===== config.mk =====
export PLATFORM = sky130hd
export DESIGN_NAME = serial_cfg_loader
export DESIGN_NICKNAME = d
export VERILOG_FILES = /design/src/rtl/cfgl_pkg.sv /design/src/rtl/cfgl_pace.sv /design/src/rtl/cfgl_timer.sv /design/src/rtl/cfgl_shift.sv /design/src/rtl/serial_cfg_loader.sv
export SDC_FILE = /design/constraint.sdc
export NUM_CORES = 1
export LEC_CHECK = 0
export ABC_AREA = 1
export BUFFER_PORTS_ARGS = -buffer_cell sky130_fd_sc_hd__buf_2
export CORE_ASPECT_RATIO = 1.4
export CORE_UTILIZATION = 32
export CTS_CLUSTER_SIZE = 12
export DETAILED_ROUTE_END_ITERATION = 8
export PLACE_DENSITY_LB_ADDON = 0.3
export SLEW_MARGIN = 10
export SYNTH_ARGS = -nofsm -noshare
export SYNTH_HDL_FRONTEND = slang
export SYNTH_HIERARCHICAL = 1
export SYNTH_SLANG_ARGS = --single-unit

===== constraint.sdc =====
create_clock -name clk -period 9.22 [get_ports clk]
set_clock_uncertainty 0.05 [all_clocks]
set_input_delay 0 -clock clk [delete_from_list [all_inputs] [get_ports clk]]
set_output_delay 0 -clock clk [all_outputs]
set_load 0.02 [all_outputs]

===== src/rtl/cfgl_pkg.sv =====
package cfgl_pkg;

    localparam int BYTE_W = 8;

    typedef enum logic [2:0] {
        ST_IDLE,
        ST_WAIT_INIT,
        ST_WAIT_CLR,
        ST_BYTE,
        ST_BIT_DATA,
        ST_BIT_HIGH,
        ST_BIT_LOW,
        ST_TRAIL
    } ld_state_e;

    typedef enum logic [1:0] {
        RES_OK,
        RES_CRC,
        RES_TMO
    } ld_result_e;

endpackage


===== src/rtl/cfgl_pace.sv =====
module cfgl_pace #(
    parameter int DIV_W = 8
) (
    input  logic             clk,
    input  logic             rst_n,
    input  logic             clr,
    input  logic             load,
    input  logic [DIV_W-1:0] span,
    output logic             idle
);

    logic [DIV_W-1:0] pace_d, pace_q;

    always_comb begin
        pace_d = pace_q;
        if (clr) begin
            pace_d = '0;
        end else if (load) begin
            pace_d = span - 1'b1;
        end else if (pace_q != '0) begin
            pace_d = pace_q - 1'b1;
        end
    end

    always_ff @(posedge clk or negedge rst_n) begin
        if (!rst_n) pace_q <= '0;
        else        pace_q <= pace_d;
    end

    assign idle = (pace_q == '0);


    pace_load_chk: assert property (@(posedge clk) disable iff (!rst_n)
        (load && !clr) |=> (pace_q == $past(span) - 1'b1));

endmodule


===== src/rtl/cfgl_timer.sv =====
module cfgl_timer #(
    parameter int TIMEOUT_CYCLES = 1000
) (
    input  logic clk,
    input  logic rst_n,
    input  logic clr,
    input  logic inc,
    output logic hit
);

    localparam int TW = $clog2(TIMEOUT_CYCLES + 1);

    logic [TW-1:0] cnt_d, cnt_q;

    always_comb begin
        cnt_d = cnt_q;
        if (clr)      cnt_d = '0;
        else if (inc) cnt_d = cnt_q + 1'b1;
    end

    always_ff @(posedge clk or negedge rst_n) begin
        if (!rst_n) cnt_q <= '0;
        else        cnt_q <= cnt_d;
    end

    assign hit = (cnt_q == TW'(TIMEOUT_CYCLES - 1));


    wait_bound_chk: assert property (@(posedge clk) disable iff (!rst_n)
        cnt_q < TW'(TIMEOUT_CYCLES));

endmodule


===== src/rtl/cfgl_shift.sv =====
module cfgl_shift
    import cfgl_pkg::*;
(
    input  logic              clk,
    input  logic              rst_n,
    input  logic              load,
    input  logic [BYTE_W-1:0] byte_in,
    input  logic              shift,
    output logic              msb,
    output logic              last
);

    localparam int IW = $clog2(BYTE_W);

    logic [BYTE_W-1:0] sr_d, sr_q;
    logic [IW-1:0]     idx_d, idx_q;

    always_comb begin
        sr_d  = sr_q;
        idx_d = idx_q;
        if (load) begin
            sr_d  = byte_in;
            idx_d = IW'(BYTE_W - 1);
        end else if (shift) begin
            sr_d  = {sr_q[BYTE_W-2:0], 1'b0};
            idx_d = idx_q - 1'b1;
        end
    end

    always_ff @(posedge clk or negedge rst_n) begin
        if (!rst_n) begin
            sr_q  <= '0;
            idx_q <= '0;
        end else begin
            sr_q  <= sr_d;
            idx_q <= idx_d;
        end
    end

    assign msb  = sr_q[BYTE_W-1];
    assign last = (idx_q == '0);


    msb_first_chk: assert property (@(posedge clk) disable iff (!rst_n)
        (shift && !load) |=> (msb == $past(sr_q[BYTE_W-2])));

endmodule


===== src/rtl/serial_cfg_loader.sv =====
module serial_cfg_loader
    import cfgl_pkg::*;
#(
    parameter int CNT_W          = 16,
    parameter int DIV_W          = 8,
    parameter int TIMEOUT_CYCLES = 1000000
) (
    input  logic              clk,
    input  logic              rst_n,
    input  logic              start,
    input  logic [CNT_W-1:0]  byte_count,
    input  logic [DIV_W-1:0]  half_period,
    input  logic              s_valid,
    input  logic [BYTE_W-1:0] s_data,
    output logic              s_ready,
    output logic              cfg_prog,
    output logic              cfg_clk,
    output logic              cfg_data,
    input  logic              init_act,
    input  logic              done_in,
    output logic              busy,
    output logic              load_end,
    output logic              load_ok,
    output logic              crc_err,
    output logic              tmo_err
);

    typedef struct packed {
        ld_state_e        state;
        logic             prog;
        logic             sclk;
        logic             sdat;
        logic             busy;
        logic             fin;
        logic             ok;
        logic             crc;
        logic             tmo;
        logic [CNT_W-1:0] rem;
        logic [DIV_W-1:0] hp;
    } ctl_t;

    ctl_t ctl_d, ctl_q;

    logic tmr_clr, tmr_inc, tmr_hit;
    logic pace_clr, pace_load, pace_idle;
    logic sh_load, sh_shift, sh_msb, sh_last;
    logic tgt_fault;

    assign tgt_fault = init_act && !done_in;

    always_comb begin
        ctl_d     = ctl_q;
        ctl_d.fin = 1'b0;
        tmr_clr   = 1'b0;
        tmr_inc   = 1'b0;
        pace_clr  = 1'b0;
        pace_load = 1'b0;
        sh_load   = 1'b0;
        sh_shift  = 1'b0;
        s_ready   = 1'b0;

        unique case (ctl_q.state)
            ST_IDLE: begin
                if (start) begin
                    ctl_d.state = ST_WAIT_INIT;
                    ctl_d.prog  = 1'b1;
                    ctl_d.busy  = 1'b1;
                    ctl_d.ok    = 1'b0;
                    ctl_d.crc   = 1'b0;
                    ctl_d.tmo   = 1'b0;
                    ctl_d.rem   = byte_count;
                    ctl_d.hp    = (half_period == '0) ? DIV_W'(1) : half_period;
                    tmr_clr     = 1'b1;
                    pace_clr    = 1'b1;
                end
            end

            ST_WAIT_INIT: begin
                if (init_act) begin
                    ctl_d.prog  = 1'b0;
                    ctl_d.state = ST_WAIT_CLR;
                    tmr_clr     = 1'b1;
                end else if (tmr_hit) begin
                    ctl_d.state = ST_IDLE;
                    ctl_d.prog  = 1'b0;
                    ctl_d.busy  = 1'b0;
                    ctl_d.fin   = 1'b1;
                    ctl_d.tmo   = 1'b1;
                end else begin
                    tmr_inc = 1'b1;
                end
            end

            ST_WAIT_CLR: begin
                if (!init_act) begin
                    tmr_clr     = 1'b1;
                    ctl_d.state = (ctl_q.rem == '0) ? ST_TRAIL : ST_BYTE;
                end else if (tmr_hit) begin
                    ctl_d.state = ST_IDLE;
                    ctl_d.busy  = 1'b0;
                    ctl_d.fin   = 1'b1;
                    ctl_d.tmo   = 1'b1;
                end else begin
                    tmr_inc = 1'b1;
                end
            end

            ST_BYTE: begin
                if (pace_idle) begin
                    if (tgt_fault) begin
                        ctl_d.state = ST_IDLE;
                        ctl_d.busy  = 1'b0;
                        ctl_d.fin   = 1'b1;
                        ctl_d.crc   = 1'b1;
                    end else begin
                        s_ready = 1'b1;
                        if (s_valid) begin
                            sh_load     = 1'b1;
                            pace_load   = 1'b1;
                            ctl_d.rem   = ctl_q.rem - 1'b1;
                            ctl_d.sclk  = 1'b0;
                            ctl_d.state = ST_BIT_DATA;
                        end
                    end
                end
            end

            ST_BIT_DATA: begin
                if (pace_idle) begin
                    ctl_d.sdat  = sh_msb;
                    pace_load   = 1'b1;
                    ctl_d.state = ST_BIT_HIGH;
                end
            end

            ST_BIT_HIGH: begin
                if (pace_idle) begin
                    ctl_d.sclk = 1'b1;
                    pace_load  = 1'b1;
                    sh_shift   = 1'b1;
                    if (!sh_last) begin
                        ctl_d.state = ST_BIT_LOW;
                    end else if (ctl_q.rem == '0) begin
                        tmr_clr     = 1'b1;
                        ctl_d.state = ST_TRAIL;
                    end else begin
                        ctl_d.state = ST_BYTE;
                    end
                end
            end

            ST_BIT_LOW: begin
                if (pace_idle) begin
                    ctl_d.sclk  = 1'b0;
                    pace_load   = 1'b1;
                    ctl_d.state = ST_BIT_DATA;
                end
            end

            ST_TRAIL: begin
                if (done_in) begin
                    ctl_d.state = ST_IDLE;
                    ctl_d.busy  = 1'b0;
                    ctl_d.fin   = 1'b1;
                    ctl_d.ok    = 1'b1;
                end else if (tmr_hit) begin
                    ctl_d.state = ST_IDLE;
                    ctl_d.busy  = 1'b0;
                    ctl_d.fin   = 1'b1;
                    ctl_d.tmo   = 1'b1;
                end else begin
                    tmr_inc = 1'b1;
                    if (pace_idle) begin
                        pace_load = 1'b1;
                        if (ctl_q.sclk || !ctl_q.sdat) begin
                            ctl_d.sclk = 1'b0;
                            ctl_d.sdat = 1'b1;
                        end else begin
                            ctl_d.sclk = 1'b1;
                        end
                    end
                end
            end

            default: ctl_d.state = ST_IDLE;
        endcase
    end

    always_ff @(posedge clk or negedge rst_n) begin
        if (!rst_n) begin
            ctl_q       <= '0;
            ctl_q.state <= ST_IDLE;
        end else begin
            ctl_q <= ctl_d;
        end
    end

    cfgl_timer #(
        .TIMEOUT_CYCLES(TIMEOUT_CYCLES)
    ) i_timer (
        .clk   (clk),
        .rst_n (rst_n),
        .clr   (tmr_clr),
        .inc   (tmr_inc),
        .hit   (tmr_hit)
    );

    cfgl_pace #(
        .DIV_W(DIV_W)
    ) i_pace (
        .clk   (clk),
        .rst_n (rst_n),
        .clr   (pace_clr),
        .load  (pace_load),
        .span  (ctl_q.hp),
        .idle  (pace_idle)
    );

    cfgl_shift i_shift (
        .clk     (clk),
        .rst_n   (rst_n),
        .load    (sh_load),
        .byte_in (s_data),
        .shift   (sh_shift),
        .msb     (sh_msb),
        .last    (sh_last)
    );

    assign cfg_prog = ctl_q.prog;
    assign cfg_clk  = ctl_q.sclk;
    assign cfg_data = ctl_q.sdat;
    assign busy     = ctl_q.busy;
    assign load_end = ctl_q.fin;
    assign load_ok  = ctl_q.ok;
    assign crc_err  = ctl_q.crc;
    assign tmo_err  = ctl_q.tmo;


    prog_from_start_chk: assert property (@(posedge clk) disable iff (!rst_n)
        $rose(cfg_prog) |-> $past(start));


    data_quiet_high_chk: assert property (@(posedge clk) disable iff (!rst_n)
        !$stable(cfg_data) |-> !cfg_clk);


    rise_data_stable_chk: assert property (@(posedge clk) disable iff (!rst_n)
        $rose(cfg_clk) |-> $stable(cfg_data));


    crc_cause_chk: assert property (@(posedge clk) disable iff (!rst_n)
        $rose(crc_err) |-> ($past(init_act) && !$past(done_in)));


    one_result_chk: assert property (@(posedge clk) disable iff (!rst_n)
        $onehot0({load_ok, crc_err, tmo_err}));


    end_pulse_chk: assert property (@(posedge clk) disable iff (!rst_n)
        load_end |=> !load_end);


    end_idle_chk: assert property (@(posedge clk) disable iff (!rst_n)
        load_end |-> (!busy && !cfg_prog));

endmodule


-- Yosys cells after proc, flatten, opt, wreduce, memory -nomap -nowiden
Index checks and enable logic that the tools add are counted.
- register bits after elaboration: 74
- bits in latches: 0
- bits in writable memories: 0
- bits in read-only memories: 0
- input bits: 38
- output and inout bits: 9
- word-level logic and storage cells: 164
- memories: 0
- $add $sub $neg: 5
- multipliers: 0
- div/mod/pow operators: 0
- order comparisons: 0
- equality and inequality tests: 25
- shift operators: 0
- multiplexer cells: 88
- bitwise operators: 0
- reduce and logical (&&, ||, !) cells: 31
- operator list (kind ; number):
    2-to-1 mux 16 bit ; 3
    2-to-1 mux 8 bit ; 6
    2-to-1 mux 20 bit ; 2
    2-to-1 mux 3 bit ; 13
    2-to-1 mux 1 bit ; 38
    one-hot mux 16 bit (2 select lines) ; 1
    2-to-1 mux 27 bit ; 1
    one-hot mux 3 bit (8 select lines) ; 1
    adder 20 x 1 -> 20 bit, second input constant ; 1
    == test 20 bit, second input constant ; 1
    inequality test 2 bit, second input constant ; 10
    2-to-1 mux 2 bit ; 9
    logical NOT 16 bit ; 1
    logical NOT 8 bit ; 2
    one-hot mux 1 bit (4 select lines) ; 4
    subtractor 16 x 1 -> 16 bit, second input constant ; 1
    subtractor 8 x 1 -> 8 bit, second input constant ; 2
    == test 3 bit, second input constant ; 4
    2-to-1 mux 4 bit ; 3
    AND reduction 6 bit ; 2
    nonzero test 2 bit ; 6
    inequality test 2 x 1 -> 1 bit, second input constant ; 5
    AND reduction 5 bit ; 2
    AND reduction 9 bit ; 1
    other kinds (21) ; 30

-- Depth between registers and ports, before layout
Gate-level depths: netlist (run 1).
- depth in word-level cells: 7
- mapped depth: 19
- mapped depth without buffers: 19

-- Hierarchy
Netlist (run 1), hierarchy kept.
- modules (own cells, without submodules) (module ; instances ; cells an instance ; area an instance (um2)):
    serial_cfg_loader ; 1 ; 380 ; 2363.5
    cfgl_timer ; 1 ; 168 ; 1186.1
    cfgl_pace ; 1 ; 86 ; 564.3
    cfgl_shift ; 1 ; 63 ; 524.3

-- Least setup slack after synthesis (run 1)
Ideal clock, no wire load.
- path kind: register -> register
- from: register i_timer.cnt_q[0]
- to: register i_pace.pace_q[2]
- library setup time: 0.078 ns
- arrival: 2.919 ns
- data required time: 9.092 ns
- path slack: 6.173 ns
- cell stages (with the launch flop): 16
- buffers on the path: 1
- path through: dfrtp_1 ha_1 nand2_1 nor2_4 nand2_1 nor4_1 nor2_1 nand2_1 a21oi_1 or2_2 buf_6 nand2_1 nand2_1 ha_1 or2_2 a21oi_1
- longest elaborated chain between the ends: 6
- elaborated cells on any way between the ends: 7
- classes of those cells: eq/ne (1); mux (5); reduce/logical (1)
- ends and longest elaborated chain (item ; RTL line ; source):
    from (decl) ; cfgl_timer.sv:13 ; logic [TW-1:0] cnt_d, cnt_q;
    from (signal assigned) ; cfgl_timer.sv:23 ; else cnt_q <= cnt_d;
    == test 20 bit * ; cfgl_timer.sv:26 ; assign hit = (cnt_q == TW'(TIMEOUT_CYCLES - 1));
    via tmr_hit ; serial_cfg_loader.sv:44 ; logic tmr_clr, tmr_inc, tmr_hit;
    2-to-1 mux 1 bit * ; serial_cfg_loader.sv:166 ; end else if (tmr_hit) begin
    2-to-1 mux 1 bit * ; serial_cfg_loader.sv:161 ; if (done_in) begin
    one-hot mux 1 bit (3 select lines) * ; serial_cfg_loader.sv:62 ; unique case (ctl_q.state)
    via pace_load ; serial_cfg_loader.sv:45 ; logic pace_clr, pace_load, pace_idle;
    2-to-1 mux 8 bit ; cfgl_pace.sv:18 ; end else if (load) begin
    2-to-1 mux 8 bit ; cfgl_pace.sv:16 ; if (clr) begin
    to (signal assigned) ; cfgl_pace.sv:27 ; else pace_q <= pace_d;
    to (decl) ; cfgl_pace.sv:12 ; logic [DIV_W-1:0] pace_d, pace_q;
Mark *: on every way through the listed nets, which the timed path passes. The rest lies on a longest branch.
A chain may end at the register's enable or synchronous reset.

-- Final worst setup path (run 1)
- from: register i_timer.cnt_q[0]
- to: register i_pace.pace_q[6]
Same word-level chain as after synthesis.

==> impl_metrics.ini, run 1 <==
[run_status]
status = finished, final reports clean

[cells_and_area]
fillers = 1553
final_core_util = 0.402
antennaDiodeCount = 0
regArea_um2 = 1850
final_layout_size_suffix_gt1_frac = 0.118
stdcell_area_um2 = 5640
layout_commonest_cell = nand2_1
most-common-layout-cells = 214 x nand2_1, 114 x nor2_1, 82 x inv_1, 74 x dfrtp_1, 58 x nand3_1
multiInputGateArea_um2 = 2380
nets = 813
area_growth_pct = 21.6

[hold_path]
hold_class = input pin to flip-flop

[critical_path]
slowest_stage = nor4_1
critPathMaxStageDelay_ps = 790
cp.required_ps = 9440
worstPathCellList = ha_1, nand2_1, nor2_4, nand2_1, nor4_1, nor2_1, nand2_1, a21oi_1, or2_2, inv_1, nand2_1, nand2_1, ha_1, nand2_1, nor2_1, nand2_1, nand2_1, nand2_1, nor2_1
crit_type = flip-flop to flip-flop
endpoint_kind = flip-flop
worst-path-buf-inv = 1
crit_fanout = 11
cpMostUsedCell = nand2_1
cpLargestDelayFamily = simple AND/OR/NAND/NOR gates
setup.worst_path.start_class = flip-flop
arrival_ps = 4050

[floorplanning]
core_area_um2 = 14000
ioPinCount = 47
fp.dieH_um = 144
initial_core_util = 0.330
row_count = 51
die_area_um2 = 15000
die_w_um = 104

[yosys]
ys_seq_elements = 74
ys.flop_type = dfrtp_1
syn-instance-count = 697
synth_top_cell_by_area = dfrtp_1
yosysWarningCount = 6
synth_edf_count = 0
synth_cell_types = 30
syn_nets = 741
syn_area_um2 = 4640
postSynthAreaPerCell_um2 = 6.65
synthArstFlopShare = 1.00
ys_top_cells_by_area = dfrtp_1 40%, nand2_1 17%, nor2_1 9.2%
synth_top_area_frac = 0.399
yosysSeqAreaShare = 0.399

[power]
p_sw_frac = 0.423
seqPwrFrac = 0.326
power.leakage_uw = 0.00283
comb_power_share = 0.426
clock_power_share = 0.249
power_switching_uw = 647
power_density_nw_per_um2 = 271
intPower_uw = 881
worst_ir_drop_vdd_v = 0.000107

[grt]
grtUsageTotal = 0.169
grt_max_degree = 75
use_met1 = 0.191
grt_pass1_wl_um = 20300
gr-usage-met2 = 0.317
antenna_found_initial = 0
grt_use_met3 = 0.0320
grt_pass1_vias = 4392
grt_overflow = 0
busiest_layer = met2

[clock_network]
clk_latency_ps = 330
cts_made_buffers = 9
cts_buffer_depth = 2
postCtsSetupBuffers = 0
cts_tree = yes
clk_pin_slew_ps = 60
clock-sinks = 74
htreeDepth = 3
clock-root-buffer = clkbuf_16
post_cts_resized = 0

[route]
via_count = 4514
drt_pass1_iterations = 4
route.detailed.drc = 0
routed_wl_um = 11600
drt_iter0_drc = 202
postRouteAntennaNets = 0
vias_per_cell = 4.71
routedWlPerCell_um = 12.1

[sta]
fin_crit_ps = 3830
rsz0062_at_grt = no
slew_viol_final = 0
fin_crit_sh = 0.416
worst_pin_slew_ps = 1040
fin_ws_ps = 5390
clock.fmax_mhz = 261
relSlewSlack = 0.299
setup_viol = 0
hold_violations = 0
fin_setup_tns_ps = 0

[placement]
post_dp_cell_area_um2 = 5020
place_ws_ps = 5410
gp_congestion = 0.885
dpl.hpwl_um = 8400
numPortBuffers = 46

[run]
drv_cap = 0
state kept, by name, indices dropped and copies added (netlist names):
name,count
busy,1
cfg_clk,1
cfg_data,1
cfg_prog,1
crc_err,1
ctl_q,27
i_pace/pace_q,8
i_shift/idx_q,3
i_shift/sr_q,8
i_timer/cnt_q,20
load_end,1
load_ok,1
tmo_err,1
layout make-up:
class                      instances  share of cell area
sequential                        74               0.328
tap                              185              0.0411
timing repair buffer              77              0.0959
multi-input combinational        523               0.422
clock inverter                     5              0.0138
clock buffer                      11              0.0431
inverter                          84              0.0559
power by group through the flow:
stage / Combinational [µW] / Sequential, µW / Clock [µW]
2_1_floorplan: 496 / 493 / 0
3_3_place_gp: 638 / 503 / 0
3_5_place_dp: 644 / 503 / 0
4_1_cts: 656 / 498 / 389
5_1_grt: 759 / 512 / 402
6_report: 650 / 497 / 380
routing by layer:
metal | wire [µm] | up-vias
li1 | - | 2350
met1 | 5030 | 2062
met2 | 5960 | 86
met3 | 411 | 16
met4 | 202 | 0
met5 | 0 | -
synthesized netlist by cell type, types with 6 or more instances:
library cell  instances
nand3_1              58
a21oi_1              32
nand4_1              14
buf_2                 7
nor2_2                7
nand2_2               8
nand2_1             214
o21ai_0              34
dfrtp_1              74
inv_1                82
ha_1                  6
nor2_1              114
nor3_1               12
per-stage QoR:
| stage | total power (µW) | instances | hold WS [ps] |
|---|---|---|---|
| floorplan | 989 | 697 | -346 |
| global placement | 1140 | 913 | 163 |
| detailed placement | 1150 | 913 | 160 |
| CTS | 1540 | 959 | 8.54 |
| global route | 1670 | 959 | 37.3 |
| finish | 1530 | 959 | 14.2 |
final timing paths:
check | from | end | slack, ps | cells after the start
worst max-delay path | i_timer/cnt_q[0]$_DFFE_PN0P_ | i_pace/pace_q[6]$_DFFE_PN0P_ | 5390 | 19
worst min-delay path | byte_count[10] | ctl_q[18]$_DFFE_PN0P_ | 10 | 5
worst max register to register | i_timer/cnt_q[0]$_DFFE_PN0P_ | i_pace/pace_q[6]$_DFFE_PN0P_ | 5390 | 19
worst min register to register | ctl_q[1]$_DFFE_PN0P_ | ctl_q[1]$_DFFE_PN0P_ | 420 | 2
max in group asynchronous | rst_n | ctl_q[18]$_DFFE_PN0P_ | 8200 | 2
min in group asynchronous | rst_n | i_shift/sr_q[0]$_DFFE_PN0P_ | 320 | 2
worst reg2reg max path: stages (launching register included):
cell and delay, ps:
dfrtp_1 410, ha_1 190, nand2_1 130, nor2_4 160, nand2_1 80, nor4_1 790, nor2_1 190, nand2_1 230
a21oi_1 80, or2_2 430, inv_1 190, nand2_1 80, nand2_1 120, ha_1 200, nand2_1 90, nor2_1 110
nand2_1 70, nand2_1 60, nand2_1 40, nor2_1 90
logic make-up (layout without fill, tap and decap cells):
family	count (synthesis)	after routing	share of synthesized area
DFF	74	74	0.399
AOI/OAI and AO/OA	70	70	0.0777
adders and majority gates	6	6	0.0162
muxes	1	1	0.00216
xor gates and xnor gates	3	3	0.00567
and+or+nand+nor	443	443	0.410
buffers and inverters	100	177	0.0893
what timing repair did:
action	4_1_cts	5_1_grt
setup endpoints to repair	0	0
hold buffers	30	0
hold endpoints to repair	103	0
No activity file was read; power rests on OpenSTA's default activity.
==> run 2, diff against run 1 <==
==> constraint.sdc (replaced) <==
create_clock -name clk -period 3.6 [get_ports clk]
set_clock_uncertainty 0.05 [all_clocks]
set_input_delay 0 -clock clk [delete_from_list [all_inputs] [get_ports clk]]
set_output_delay 0 -clock clk [all_outputs]
set_load 0.02 [all_outputs]
==> run 2 against run 1 <==
Fmax increased by 17%. Critical path depth increased by 1. Utilization increased by 0.31 points. Largest cell class unchanged. Register-to-register slack got worse by 5100 ps. Final area increased by 0.78%. Hold slack got worse by 9.1 ps. Critical path type unchanged. Via count decreased by 0.86%. Total power increased to 2.6 times the previous value. Combinational power increased to 2.6 times the previous value.
==> impl_metrics.ini, run 2 (synthesized netlist as in run 1, its figures left out) <==
[cells_and_area]
top_regs = ctl_q x27, i_timer/cnt_q x20
top_register = ctl_q
stdcell_area_um2 = 5680
fin_cells = 965
nets = 819
final_layout_size_suffix_gt1_frac = 0.126
most-common-layout-cells = 214 x nand2_1, 114 x nor2_1, 82 x inv_1, 74 x dfrtp_1, 58 x nand3_1
area_growth_pct = 22.5
layout_commonest_cell = nand2_1
largest_reg_flops = 27
antennaDiodeCount = 0

[clock_network]
clock-root-buffer = clkbuf_16
clk_latency_ps = 340
cts_tree = yes
cts_made_buffers = 9
htreeDepth = 3
cts_buffer_depth = 2
post_cts_resized = 0
postCtsSetupBuffers = 0
clock-sinks = 74
clk_pin_slew_ps = 60

[critical_path]
worst-r2r-setup-slack_ps = 330
crit_fanout = 11
cp.required_ps = 3820
endpoint_kind = flip-flop
r2r_cells = 20
setup.worst_path.start_class = flip-flop
arrival_ps = 3490
crit_type = flip-flop to flip-flop

[placement]
gp_congestion = 0.978
post_dp_cell_area_um2 = 5060
place_inst = 919
numPortBuffers = 46
dpl.hpwl_um = 8280

[power]
power_density_nw_per_um2 = 692
power.leakage_uw = 0.00286
worst_ir_drop_vdd_v = 0.000292

[hold_path]
min_path_cells = 5
hold_class = input pin to flip-flop

[sta]
fin_setup_tns_ps = 0
fin_crit_ps = 3270
worst_pin_slew_ps = 968
setup_viol = 0
slew_viol_final = 0
hold_violations = 0
clock.fmax_mhz = 306
fin_crit_sh = 0.909
rsz0062_at_grt = no
relSlewSlack = 0.355

[route]
drt_iter0_drc = 158
routed_wl_um = 11600
via_count = 4475
vias_per_cell = 4.64
postRouteAntennaNets = 0
route.detailed.drc = 0
routedWlPerCell_um = 12.0
drt_pass1_iterations = 5

[run]
drv_cap = 0

[grt]
grt_pass1_vias = 4253
antenna_found_initial = 0
grtUsageTotal = 0.164
grt_pass1_wl_um = 19700
grt_max_degree = 75
grt_overflow = 0

[floorplanning]
fp.dieH_um = 144
die_w_um = 104
die_area_um2 = 15000
ioPinCount = 47
row_count = 51
initial_core_util = 0.330
core_area_um2 = 14000

[run_status]
status = finished, final reports clean
run 2: cell count changes in the layout (fill, tap and decap cells not counted), sizes merged:
cell	before	now
clkinv	2	3
clkbuf	11	9
buf	47	53
clkinvlp	1	2
run 2: what timing repair did:
action / in CTS / in global routing
setup endpoints to repair: 0 / 0
endpoints found under the hold margin: 103 / 0
hold buffers: 30 / 0
run 2: worst max-delay path, cell delays in order, from the launching register on:
cell and delay, ps:
dfrtp_1 400, ha_1 190, nand2_1 120, nor2_4 150
nand2_1 80, nor4_1 300, buf_4 180, nor2_1 60
nand2_1 150, a21oi_1 80, or2_2 410, inv_1 180
nand2_1 70, nand2_1 110, ha_1 190, nand2_1 80
nor2_1 130, nand2_1 80, nand2_1 60, nand2_1 40
nor2_1 90
run 2: per-layer routing:
metal  vias up  routed length (µm)  track usage
met1      2005                5030        0.185
li1       2360                   -            -
met2        95                5860        0.305
met5         -                   0            0
met3        15                 414       0.0293
met4         0                 270       0.0707
run 2: final timing paths:
check	startpoint	endpoint
setup / recovery	i_timer/cnt_q[0]$_DFFE_PN0P_	i_pace/pace_q[6]$_DFFE_PN0P_
hold reg to reg	ctl_q[4]$_DFFE_PN0P_	ctl_q[4]$_DFFE_PN0P_
hold / removal	byte_count[12]	ctl_q[20]$_DFFE_PN0P_
setup reg to reg	i_timer/cnt_q[0]$_DFFE_PN0P_	i_pace/pace_q[6]$_DFFE_PN0P_
min in group asynchronous	rst_n	i_shift/sr_q[0]$_DFFE_PN0P_
max in group asynchronous	rst_n	i_timer/cnt_q[7]$_DFFE_PN0P_
run 2: cell type report:
cell class,instances,area (µm²)
Inverter,84,315
Tap cell,185,231
Clock buffer,9,225
Multi-Input combinational cell,523,2380
Clock inverter,7,93.8
Fill cell,1516,8360
Timing Repair Buffer,83,586
Sequential cell,74,1850
run 2: metrics by stage:
step | power (µW) | hold WS [ps] | setup slack, ps | util
finish | 3930 | 5.09 | 329 | 0.405
global route | 4280 | 45.0 | 6.24 | 0.405
CTS | 3960 | 2.89 | 326 | 0.405
detailed placement | 2950 | 167 | 376 | 0.361
global placement | 2940 | 162 | 414 | 0.361
floorplan | 2530 | -346 | 553 | -
run 2: power by group:
part	switching (µW)	leakage (µW)	internal, µW
Clock	362	0.000151	605
Combinational	1110	0.00174	568
Sequential	196	0.000964	1080
Total	1670	0.00286	2260
